### src/rtl/rtc_pkg.sv
package rtc_pkg;

    localparam int NUM_FIELDS = 9;

    typedef logic [7:0] bcd8_t;

    typedef enum logic [3:0] {
        F_HUND  = 4'd0,
        F_SEC   = 4'd1,
        F_MIN   = 4'd2,
        F_HOUR  = 4'd3,
        F_WDAY  = 4'd4,
        F_DATE  = 4'd5,
        F_MONTH = 4'd6,
        F_YEAR  = 4'd7,
        F_CENT  = 4'd8
    } rtc_field_e;

    // add one to a packed two-digit BCD value
    function automatic bcd8_t bcd_inc(input bcd8_t v);
        bcd8_t r;
        if (v[3:0] >= 4'd9) r = {v[7:4] + 4'd1, 4'd0};
        else                r = {v[7:4], v[3:0] + 4'd1};
        return r;
    endfunction

    // lowest legal value of a field
    function automatic bcd8_t field_min(input int idx);
        bcd8_t r;
        if (idx == int'(F_WDAY) || idx == int'(F_DATE) || idx == int'(F_MONTH))
            r = 8'h01;
        else
            r = 8'h00;
        return r;
    endfunction

    // highest legal value of a field with a fixed range (date is computed)
    function automatic bcd8_t field_top(input int idx);
        bcd8_t r;
        case (idx)
            int'(F_HUND):  r = 8'h99;
            int'(F_SEC):   r = 8'h59;
            int'(F_MIN):   r = 8'h59;
            int'(F_HOUR):  r = 8'h23;
            int'(F_WDAY):  r = 8'h07;
            int'(F_MONTH): r = 8'h12;
            default:       r = 8'h99;
        endcase
        return r;
    endfunction

endpackage

### src/rtl/rtc_frac_tick.sv
module rtc_frac_tick #(
    parameter int TICK_HZ = 32768,
    parameter int STEP_HZ = 100
) (
    input  logic clk,
    input  logic rst_n,
    input  logic tick_en,
    input  logic clr,
    output logic step_o
);
    localparam int AW = $clog2(TICK_HZ + STEP_HZ) + 1;

    logic [AW-1:0] acc_q;
    logic [AW-1:0] sum;

    always_comb begin
        sum    = acc_q + AW'(STEP_HZ);
        step_o = tick_en && !clr && (sum >= AW'(TICK_HZ));
    end

    always_ff @(posedge clk or negedge rst_n) begin
        if (!rst_n)         acc_q <= '0;
        else if (clr)       acc_q <= '0;
        else if (step_o)    acc_q <= sum - AW'(TICK_HZ);
        else if (tick_en)   acc_q <= sum;
    end

    // remainder always below the modulus
    p_acc_bound_r2: assert property (@(posedge clk) disable iff (!rst_n)
        acc_q < AW'(TICK_HZ));

    // a step cannot follow a step on the very next cycle
    p_no_double_step_r2: assert property (@(posedge clk) disable iff (!rst_n)
        step_o |=> !step_o);

    // a load leaves the accumulator empty
    p_clr_empties_r8: assert property (@(posedge clk) disable iff (!rst_n)
        clr |=> acc_q == '0);

endmodule

### src/rtl/rtc_month_len.sv
module rtc_month_len
    import rtc_pkg::*;
(
    input  bcd8_t month,
    input  bcd8_t year,
    output bcd8_t last_day
);
    logic [4:0] mod_sum;
    logic       leap;

    always_comb begin
        // (10*hi + lo) mod 4 equals (2*hi + lo) mod 4
        mod_sum = {year[7:4], 1'b0} + {1'b0, year[3:0]};
        leap    = (mod_sum[1:0] == 2'b00);
        unique case (month)
            8'h02:                      last_day = leap ? 8'h29 : 8'h28;
            8'h04, 8'h06, 8'h09, 8'h11: last_day = 8'h30;
            default:                    last_day = 8'h31;
        endcase
    end

endmodule

### src/rtl/rtc_wrap_cnt.sv
module rtc_wrap_cnt
    import rtc_pkg::*;
#(
    parameter bcd8_t MIN_VAL = 8'h00,
    parameter bcd8_t RST_VAL = 8'h00
) (
    input  logic  clk,
    input  logic  rst_n,
    input  logic  inc_i,
    input  logic  ld_i,
    input  bcd8_t ld_val_i,
    input  bcd8_t lim_i,
    output bcd8_t q_o,
    output logic  wrap_o
);
    assign wrap_o = inc_i && (q_o >= lim_i);

    always_ff @(posedge clk or negedge rst_n) begin
        if (!rst_n)      q_o <= RST_VAL;
        else if (ld_i)   q_o <= ld_val_i;
        else if (wrap_o) q_o <= MIN_VAL;
        else if (inc_i)  q_o <= bcd_inc(q_o);
    end

    // no step and no load means no change
    p_hold_r10: assert property (@(posedge clk) disable iff (!rst_n)
        (!inc_i && !ld_i) |=> $stable(q_o));

    // a wrap lands on the field's lowest value
    p_wrap_min_r3: assert property (@(posedge clk) disable iff (!rst_n)
        (wrap_o && !ld_i) |=> q_o == MIN_VAL);

    // a loaded byte appears one edge later
    p_load_r8: assert property (@(posedge clk) disable iff (!rst_n)
        ld_i |=> q_o == $past(ld_val_i));

endmodule

### src/rtl/rtc_bcd_clock.sv
module rtc_bcd_clock
    import rtc_pkg::*;
#(
    parameter int    TICK_HZ    = 32768,
    parameter int    STEP_HZ    = 100,
    parameter bcd8_t RESET_CENT = 8'h20
) (
    input  logic       clk,
    input  logic       rst_n,
    input  logic       tick_en,
    input  logic       ld_en,
    input  logic [3:0] ld_field,
    input  logic [7:0] ld_byte,
    input  logic       snap_req,
    output logic [7:0] snap_hund,
    output logic [7:0] snap_sec,
    output logic [7:0] snap_min,
    output logic [7:0] snap_hour,
    output logic [7:0] snap_wday,
    output logic [7:0] snap_date,
    output logic [7:0] snap_month,
    output logic [7:0] snap_year,
    output logic [7:0] snap_cent
);
    logic                  step;
    logic [NUM_FIELDS-1:0] inc;
    logic [NUM_FIELDS-1:0] carry;
    logic [NUM_FIELDS-1:0] ld_hit;
    bcd8_t                 live [NUM_FIELDS];
    bcd8_t                 lim  [NUM_FIELDS];
    bcd8_t                 snap [NUM_FIELDS];
    bcd8_t                 date_last;

    rtc_frac_tick #(
        .TICK_HZ (TICK_HZ),
        .STEP_HZ (STEP_HZ)
    ) u_tick (
        .clk     (clk),
        .rst_n   (rst_n),
        .tick_en (tick_en),
        .clr     (ld_en),
        .step_o  (step)
    );

    rtc_month_len u_mlen (
        .month    (live[F_MONTH]),
        .year     (live[F_YEAR]),
        .last_day (date_last)
    );

    for (genvar i = 0; i < NUM_FIELDS; i++) begin : g_fld
        logic src;
        if (i == 0) begin : g_src_step
            assign src = step;
        end else if (i == int'(F_WDAY)) begin : g_src_day
            assign src = carry[F_HOUR];
        end else if (i == int'(F_DATE)) begin : g_src_date
            // weekday only moves when the hour wraps, so this equals carry[F_HOUR]
            assign src = carry[F_HOUR] | carry[F_WDAY];
        end else begin : g_src_chain
            assign src = carry[i-1];
        end

        if (i == int'(F_DATE)) begin : g_lim_dyn
            assign lim[i] = date_last;
        end else begin : g_lim_fix
            assign lim[i] = field_top(i);
        end

        assign inc[i]    = src && !ld_en;
        assign ld_hit[i] = ld_en && (ld_field == 4'(i));

        rtc_wrap_cnt #(
            .MIN_VAL (field_min(i)),
            .RST_VAL ((i == int'(F_CENT)) ? RESET_CENT : field_min(i))
        ) u_cnt (
            .clk      (clk),
            .rst_n    (rst_n),
            .inc_i    (inc[i]),
            .ld_i     (ld_hit[i]),
            .ld_val_i (ld_byte),
            .lim_i    (lim[i]),
            .q_o      (live[i]),
            .wrap_o   (carry[i])
        );

        always_ff @(posedge clk or negedge rst_n) begin
            if (!rst_n)        snap[i] <= (i == int'(F_CENT)) ? RESET_CENT : field_min(i);
            else if (snap_req) snap[i] <= live[i];
        end
    end

    assign snap_hund  = snap[F_HUND];
    assign snap_sec   = snap[F_SEC];
    assign snap_min   = snap[F_MIN];
    assign snap_hour  = snap[F_HOUR];
    assign snap_wday  = snap[F_WDAY];
    assign snap_date  = snap[F_DATE];
    assign snap_month = snap[F_MONTH];
    assign snap_year  = snap[F_YEAR];
    assign snap_cent  = snap[F_CENT];

    // captured minutes match the live value before the edge
    p_snap_capture_r9: assert property (@(posedge clk) disable iff (!rst_n)
        snap_req |=> snap_min == $past(live[F_MIN]));

    // no request, no change on the hold registers
    p_snap_hold_r9: assert property (@(posedge clk) disable iff (!rst_n)
        !snap_req |=> ($stable(snap_sec) && $stable(snap_date)));

    // a load never coincides with a field advance
    p_load_blocks_step_r8: assert property (@(posedge clk) disable iff (!rst_n)
        ld_en |-> inc == '0);

    // weekday and date move together on a day change
    p_day_pair_r4: assert property (@(posedge clk) disable iff (!rst_n)
        inc[F_WDAY] == inc[F_DATE]);

endmodule

### config.mk
export PLATFORM = sky130hd
export DESIGN_NAME = rtc_bcd_clock
export DESIGN_NICKNAME = d
export VERILOG_FILES = /design/src/rtl/rtc_pkg.sv /design/src/rtl/rtc_frac_tick.sv /design/src/rtl/rtc_month_len.sv /design/src/rtl/rtc_wrap_cnt.sv /design/src/rtl/rtc_bcd_clock.sv
export SDC_FILE = /design/constraint.sdc
export NUM_CORES = 1
export LEC_CHECK = 0
export CAP_MARGIN = 20
export CORE_MARGIN = 2
export CORE_UTILIZATION = 45
export CTS_CLUSTER_SIZE = 8
export DETAILED_ROUTE_END_ITERATION = 10
export PLACE_DENSITY_LB_ADDON = 0.2
export SLEW_MARGIN = 0
export SYNTH_ARGS = -nofsm -noshare
export SYNTH_HDL_FRONTEND = slang
export SYNTH_SLANG_ARGS = --single-unit
### constraint.sdc
create_clock -name clk -period 4.2 [get_ports clk]
set_clock_uncertainty 0.1 [all_clocks]
set_input_delay 0.42 -clock clk [delete_from_list [all_inputs] [get_ports clk]]
set_output_delay 0.42 -clock clk [all_outputs]
set_load 0.005 [all_outputs]
Yosys cells after proc, flatten, opt, wreduce, memory -nomap -nowiden
Cells that the tools add are included.
Operators by class
  add/sub/neg operators: 21
  $lt $le $gt $ge: 19
  reduce and logical (&&, ||, !) cells: 61
  mux-type cells: 41
  eq/ne operators: 13
  bitwise gates (word level): 1
Operator list (count)
  $mux 8: 36
  $add 4x1->4 const B: 18
  $reduce_bool 3->1: 19
  $mux 17: 3
  $ge 4x4->1 const B: 9
  $logic_and 1x1->1: 29
  $ge 8x8->1 const B: 3
  $reduce_and 2->1: 9
  $add 17x7->17 const B: 1
  $ge 17x16->1 const B: 1
  $sub 17x16->17 const B: 1
  $eq 4x3->1 const B: 4
  $eq 8x3->1 const B: 2
  $ge 8x7->1 const B: 2
  $pmux 8 s2: 1
  $eq 4x2->1 const B: 2
  $eq 8x2->1 const B: 1
  $eq 8x4->1 const B: 1
  $eq 8x5->1 const B: 1
  $ge 8x3->1 const B: 1
  $ge 8x5->1 const B: 1
  $ge 8x6->1 const B: 1
  $ge 8x8->1: 1
  $eq 4x1->1 const B: 1
  other kinds (8): 8
Storage, ports and cells
  input port bits: 17
  word-level logic and storage cells: 184
  output and inout bits: 72
  register bits after elaboration: 161

Depth between registers and ports, before layout
  depth after elaboration: 24
  depth in mapped cells: 17
  depth with buffers taken out: 16

Modules after synthesis
Synthesis repeated with hierarchy kept, for this count alone.
Unflattened totals
  cells, all modules: 1181
  area total of the unflattened synthesis: 11619.9 µm²
Modules (own cells, without submodules)
  rtc_wrap_cnt at g_fld[0].u_cnt ...: times used 5, area an instance 808.3 µm², sequential area each 200.2 µm², cells an instance 95
  rtc_bcd_clock: times used 1, area an instance 3185.6 µm², sequential area each 1806.7 µm², cells an instance 180
  rtc_wrap_cnt at g_fld[4].u_cnt ...: times used 3, area an instance 787.0 µm², sequential area each 201.4 µm², cells an instance 96
  rtc_frac_tick: times used 1, area an instance 1062.3 µm², sequential area each 375.4 µm², cells an instance 121
  rtc_wrap_cnt at g_fld[8].u_cnt: times used 1, area an instance 809.5 µm², sequential area each 201.4 µm², cells an instance 95
  rtc_month_len: times used 1, area an instance 160.2 µm², sequential area each 0.0 µm², cells an instance 22

Worst setup path before layout
Ideal clock, no wire load.
  path type: reg2reg
  from: register g_fld[6].u_cnt.q_o[0]
  to: register g_fld[8].u_cnt.q_o[0]
  data required time: 3932 ps
  arrival: 3143 ps
  slack: 789 ps
  setup time: 168 ps
  cell stages (with the launch flop): 18
  clock period less this slack: 3411 ps
  buffers on the path: 1
  path through: dfstp_2 -> inv_1 -> ha_1 -> o211ai_1 -> a21oi_1 -> a31oi_1 -> nor3_1 -> a21oi_1 -> ha_1 -> nor4b_1 -> o211ai_1 -> o211ai_1 -> nor2_1 -> a31oi_1 -> clkbuf_1 -> nor2_1 -> mux2i_1 -> o21ai_0
Between the ends
  cells in the longest elaborated chain, start to end: 13
  elaborated cells on any way between the ends: 19
  classes of those cells: order compare: 2; eq/ne: 5; mux: 3; reduce/logical: 9
RTL lines
  from (decl): line rtc_wrap_cnt.sv:13  | output bcd8_t q_o,
  from (signal assigned): line rtc_wrap_cnt.sv:20  | else if (ld_i) q_o <= ld_val_i;
  from (signal assigned): line rtc_wrap_cnt.sv:22  | else if (inc_i) q_o <= bcd_inc(q_o);
  $eq 8x3->1 (tied with other cells): line rtc_month_len.sv:15  | unique case (month)
  $reduce_or 4->1: line rtc_month_len.sv:15
  $pmux 8 s2: line rtc_month_len.sv:15
  $ge 8x8->1: line rtc_wrap_cnt.sv:16  | assign wrap_o = inc_i && (q_o >= lim_i);
  $logic_and 1x1->1: line rtc_wrap_cnt.sv:16
  $logic_and 1x1->1: line rtc_bcd_clock.sv:70  | assign inc[i] = src && !ld_en;
  $logic_and 1x1->1 *: line rtc_wrap_cnt.sv:16
  $logic_and 1x1->1 *: line rtc_bcd_clock.sv:70
  $logic_and 1x1->1 *: line rtc_wrap_cnt.sv:16
  $logic_and 1x1->1 *: line rtc_bcd_clock.sv:70
  $logic_and 1x1->1: line rtc_wrap_cnt.sv:16
  $mux 8: line rtc_wrap_cnt.sv:21  | else if (wrap_o) q_o <= MIN_VAL;
  $mux 8: line rtc_wrap_cnt.sv:20
  to (signal assigned): line rtc_wrap_cnt.sv:20
  to (signal assigned): line rtc_wrap_cnt.sv:22
  to (decl): line rtc_wrap_cnt.sv:13
Every way passes the cells marked *; elsewhere a longest branch is shown, timed or not.
A chain may end at the register's enable or synchronous reset.

Worst setup path in the final report
  from: register g_fld[6].u_cnt.q_o[0]
  to: register g_fld[8].u_cnt.q_o[4]
Between the ends
  cells in the longest elaborated chain, start to end: 13
  elaborated cells on any way between the ends: 21
  classes of those cells: order compare: 2; eq/ne: 5; mux: 3; reduce/logical: 11
RTL lines (line)
  $eq 8x3->1 (tied with other cells): rtc_month_len.sv:15
  $reduce_or 4->1: rtc_month_len.sv:15
  $pmux 8 s2: rtc_month_len.sv:15
  $ge 8x8->1: rtc_wrap_cnt.sv:16
  $logic_and 1x1->1: rtc_wrap_cnt.sv:16
  $logic_and 1x1->1: rtc_bcd_clock.sv:70
  $logic_and 1x1->1 *: rtc_wrap_cnt.sv:16
  $logic_and 1x1->1 *: rtc_bcd_clock.sv:70
  $logic_and 1x1->1 *: rtc_wrap_cnt.sv:16
  $logic_and 1x1->1 *: rtc_bcd_clock.sv:70
  $logic_and 1x1->1: rtc_wrap_cnt.sv:16
  $reduce_bool 3->1 (no source line) or $mux 8 (tied branches)
  $reduce_and 2->1 (no source line) or $mux 8 (tied branches)
Marked as above.

==> run_results.csv <==
group,metric,value,unit
place,dp.final_hpwl,14900,microns
clock_tree,post_cts_resized,0,
synth,synthDistinctLibCells,76,
routing,drt_iter0_markers,478,
critical_path,cpPeakStageDelay,0.58,ns
cells_and_area,finish.utilization,55.0,%
clock_tree,cts_setup_buffers,0,
routing,viasPerCell,5.69,
grt,antenna_found_initial,0,
cells_and_area,antenna_cells,0,
floorplan,start_util,45.9,%
synth,synth.avg_cell_area,9.85,sq um
grt,grt.total_usage,22.1,%
timing,worstMarginPinSlew,0.982,ns
clock_tree,clock-sinks,159,
timing,maxSlewViolCount,0,
place,dpl_worst_slack,0.304,ns
power,power_density,605,nW/um^2
routing,vias,7205,
synth,syn-num-nets,976,
floorplan,dieArea,21000,sq um
critical_path,cp.required,4.45,ns
routing,antenna_left,0,
critical_path,crit_path_end_kind,"flop",
floorplan,rows,51,
timing,finalSetupViolations,0,
routing,drc,0,
floorplan,die_h,145,microns
grt,grt_pass1_vias,6865,
clock_tree,cts.clk_slew.worst_paths,0.06,ns
synth,synth_edf_count,0,
clock_tree,cts-root-buf,"clkbuf_16",
timing,finalCritPeriodShare,93.6,%
critical_path,slowest_stage,"dfstp_2",
timing,rsz0062_at_grt,"no",
place,portBuffers,88,
clock_tree,cts_max_level,4,
timing,max_freq,0.254,GHz
synth,ys_seq_area_share,44.7,%
timing,setup-tns-final,0,ns
cells_and_area,n_fill_cell,1714,
synth,yosysWarnings,0,
critical_path,critPathLaunchType,"flop",
critical_path,cp_cell_sequence,"inv_1 -> ha_1 -> o211ai_1 -> a21oi_1 -> a31oi_1 -> nor3_1 -> a21oi_1 -> ha_1 -> nor4b_1 -> o211ai_1 -> o211ai_1 -> nor2_1 -> a31o_2 -> a31oi_1 -> a221oi_1 -> a21oi_1",
status,violations,"negative hold slack",
timing,hold_violations,11,
critical_path,critPathTopFamily,"compound AO/OA/AOI/OAI gates",
grt,grt_pass1_wl,36300,microns
timing,slew_headroom,34.5,%
synth,synth_flop_cell,"dfrtp_1",
timing,period_minus_slack,3.93,ns
routing,wirelength,21900,microns
routing,wl_per_cell,17.3,microns
synth,synthCells,906,
clock_tree,clk_latency,0.43,ns
clock_tree,cts_tree,"built",
synth,netlist_area,8920,sq um
cells_and_area,drive_gt1_share,15.2,%
power,total_power,6.47,mW
status,outcome,"complete, but fails checks",
critical_path,crit_arrival,4.18,ns
timing,setup_ws,0.268,ns
cells_and_area,synthToLayoutAreaGrowth,19.9,%
critical_path,crit_buf_inv,1,
timing,hold_slack,-0.0146,ns
critical_path,crit_path_max_fanout,12,
synth,synthArstFlopShare,100,%
power,peakVddDrop,0.338,mV
worst_hold_path,hp-class,"input pin to async pin",
cells_and_area,num-nets-final,1058,
floorplan,die_w,145,microns
grt,overflow,0,
clock_tree,cts_buffer_depth,2,
clock_tree,cts_hold_buf,0,
critical_path,crit_type,"flop to flop",
clock_tree,cts_buffers,17,
power,leakagePower,4.50,nW
floorplan,coreArea,19500,sq um
floorplan,io_pins,89,
routing,drt_first_pass_iters,6,
synth,synth_seq_cells,159,
place,gp_congestion,0.873,
job,maxCapViolations,0,
grt,grt_max_degree,102,
-- final timing paths --
kind	cells after the start	startpoint	end	slack, ns
setup / recovery	16	g_fld[6].u_cnt.q_o[0]	g_fld[8].u_cnt.q_o[4]	0.27
hold / removal	1	rst_n	snap_hour[5]	-0.01
setup reg to reg	16	g_fld[6].u_cnt.q_o[0]	g_fld[8].u_cnt.q_o[4]	0.27
hold reg to reg	1	snap_hour[1]	snap_hour[1]	0.40
max in group asynchronous	2	rst_n	snap_wday[0]	3.15
min in group clk	1	snap_hour[1]	snap_hour[1]	0.40
-- cell families after synthesis --
family / Yosys count / synth area share, %
flip-flops: 159 / 44.7
adder cells (fa/ha/maj): 53 / 7.43
XOR/XNOR: 17 / 1.67
AO/OA/AOI/OAI: 200 / 15.0
multiplexers: 81 / 10.1
buffers and inverters: 86 / 3.80
AND/OR/NAND/NOR: 310 / 17.3
-- sequential cells by signal, summed over array words and instances (netlist names) --
register,count
g_fld.u_cnt.q_o,72
u_tick.acc_q,15
snap_cent,8
snap_date,8
snap_hour,8
snap_hund,8
snap_min,8
snap_month,8
snap_sec,8
snap_wday,8
snap_year,8
-- layout by cell type, fill, tap and decap left out, types with 8 or more instances in the layout --
cell type,n
ha_1,53
nor2_1,86
o21ai_1,17
mux2_2,73
nand4_1,10
inv_1,45
nor3b_1,8
xor2_1,10
nand2_1,78
a31oi_1,20
o211ai_1,10
nand2b_1,12
and2_1,8
nor3_1,16
o22ai_1,8
dfrtp_1,151
mux2i_1,8
nor4_1,8
dfstp_2,8
clkbuf_16,17
clkdlybuf4s50_1,86
o21ai_0,29
buf_4,13
nand3_1,37
a21oi_1,42
-- stage by stage --
| stage | hold slack, ns | instance area, sq um | std cells |
|---|---|---|---|
| finish | -0.0146 | 10700 | 1266 |
| global route | 0.0814 | 10700 | 1266 |
| CTS | 0.0576 | 10700 | 1264 |
| detailed placement | 0.395 | 10100 | 1232 |
| global placement | 0.389 | 10100 | 1232 |
| floorplan | 0.0244 | 8920 | 906 |
-- power by group --
group	internal [mW]	total [mW]	switching, mW
sequential	2.09	2.64	0.546
combinational	1.22	2.22	1.01
clock	0.956	1.61	0.654
-- layout make-up --
cell class	instances	area [sq um]	area share, %
inverters	45	169	1.58
repair buffers	104	1010	9.42
well taps	265	332	3.10
multi-input cells	661	4600	43.0
flip-flops and latches	159	3990	37.3
clock inverters	12	158	1.47
clock buffers	20	447	4.18
-- routing by layer --
metal	up-vias	global-route usage, %	part of all wire, %
met5	-	0	0
met4	0	8.12	2.2
met3	38	3.32	4.9
met2	208	33.9	45
met1	3509	31.9	48
li1	3450	-	-
-- synthesized netlist by cell type, drive strengths merged, types with 10 or more instances --
cell    count  area (sq um)
nand3      38           195
o21ai      47           239
xor2       10          87.6
ha         53           663
nand2b     12          75.1
a31oi      20           125
clkbuf     26          97.6
nor2       86           323
nor3       18           100
dfrtp     151          3780
inv        45           169
buf        14          62.6
nand4      10          62.6
a21oi      43           219
mux2       73           822
nand2      80           305
o211ai     10          75.1
-- worst register-to-register path: stages (launching register included) --
cell and delay [ns]:
dfstp_2 0.58, inv_1 0.09, ha_1 0.23, o211ai_1 0.16
a21oi_1 0.08, a31oi_1 0.16, nor3_1 0.08, a21oi_1 0.16
ha_1 0.25, nor4b_1 0.29, o211ai_1 0.17, o211ai_1 0.33
nor2_1 0.10, a31o_2 0.37, a31oi_1 0.46, a221oi_1 0.09
a21oi_1 0.16
Power figures use the tool's default switching activity.
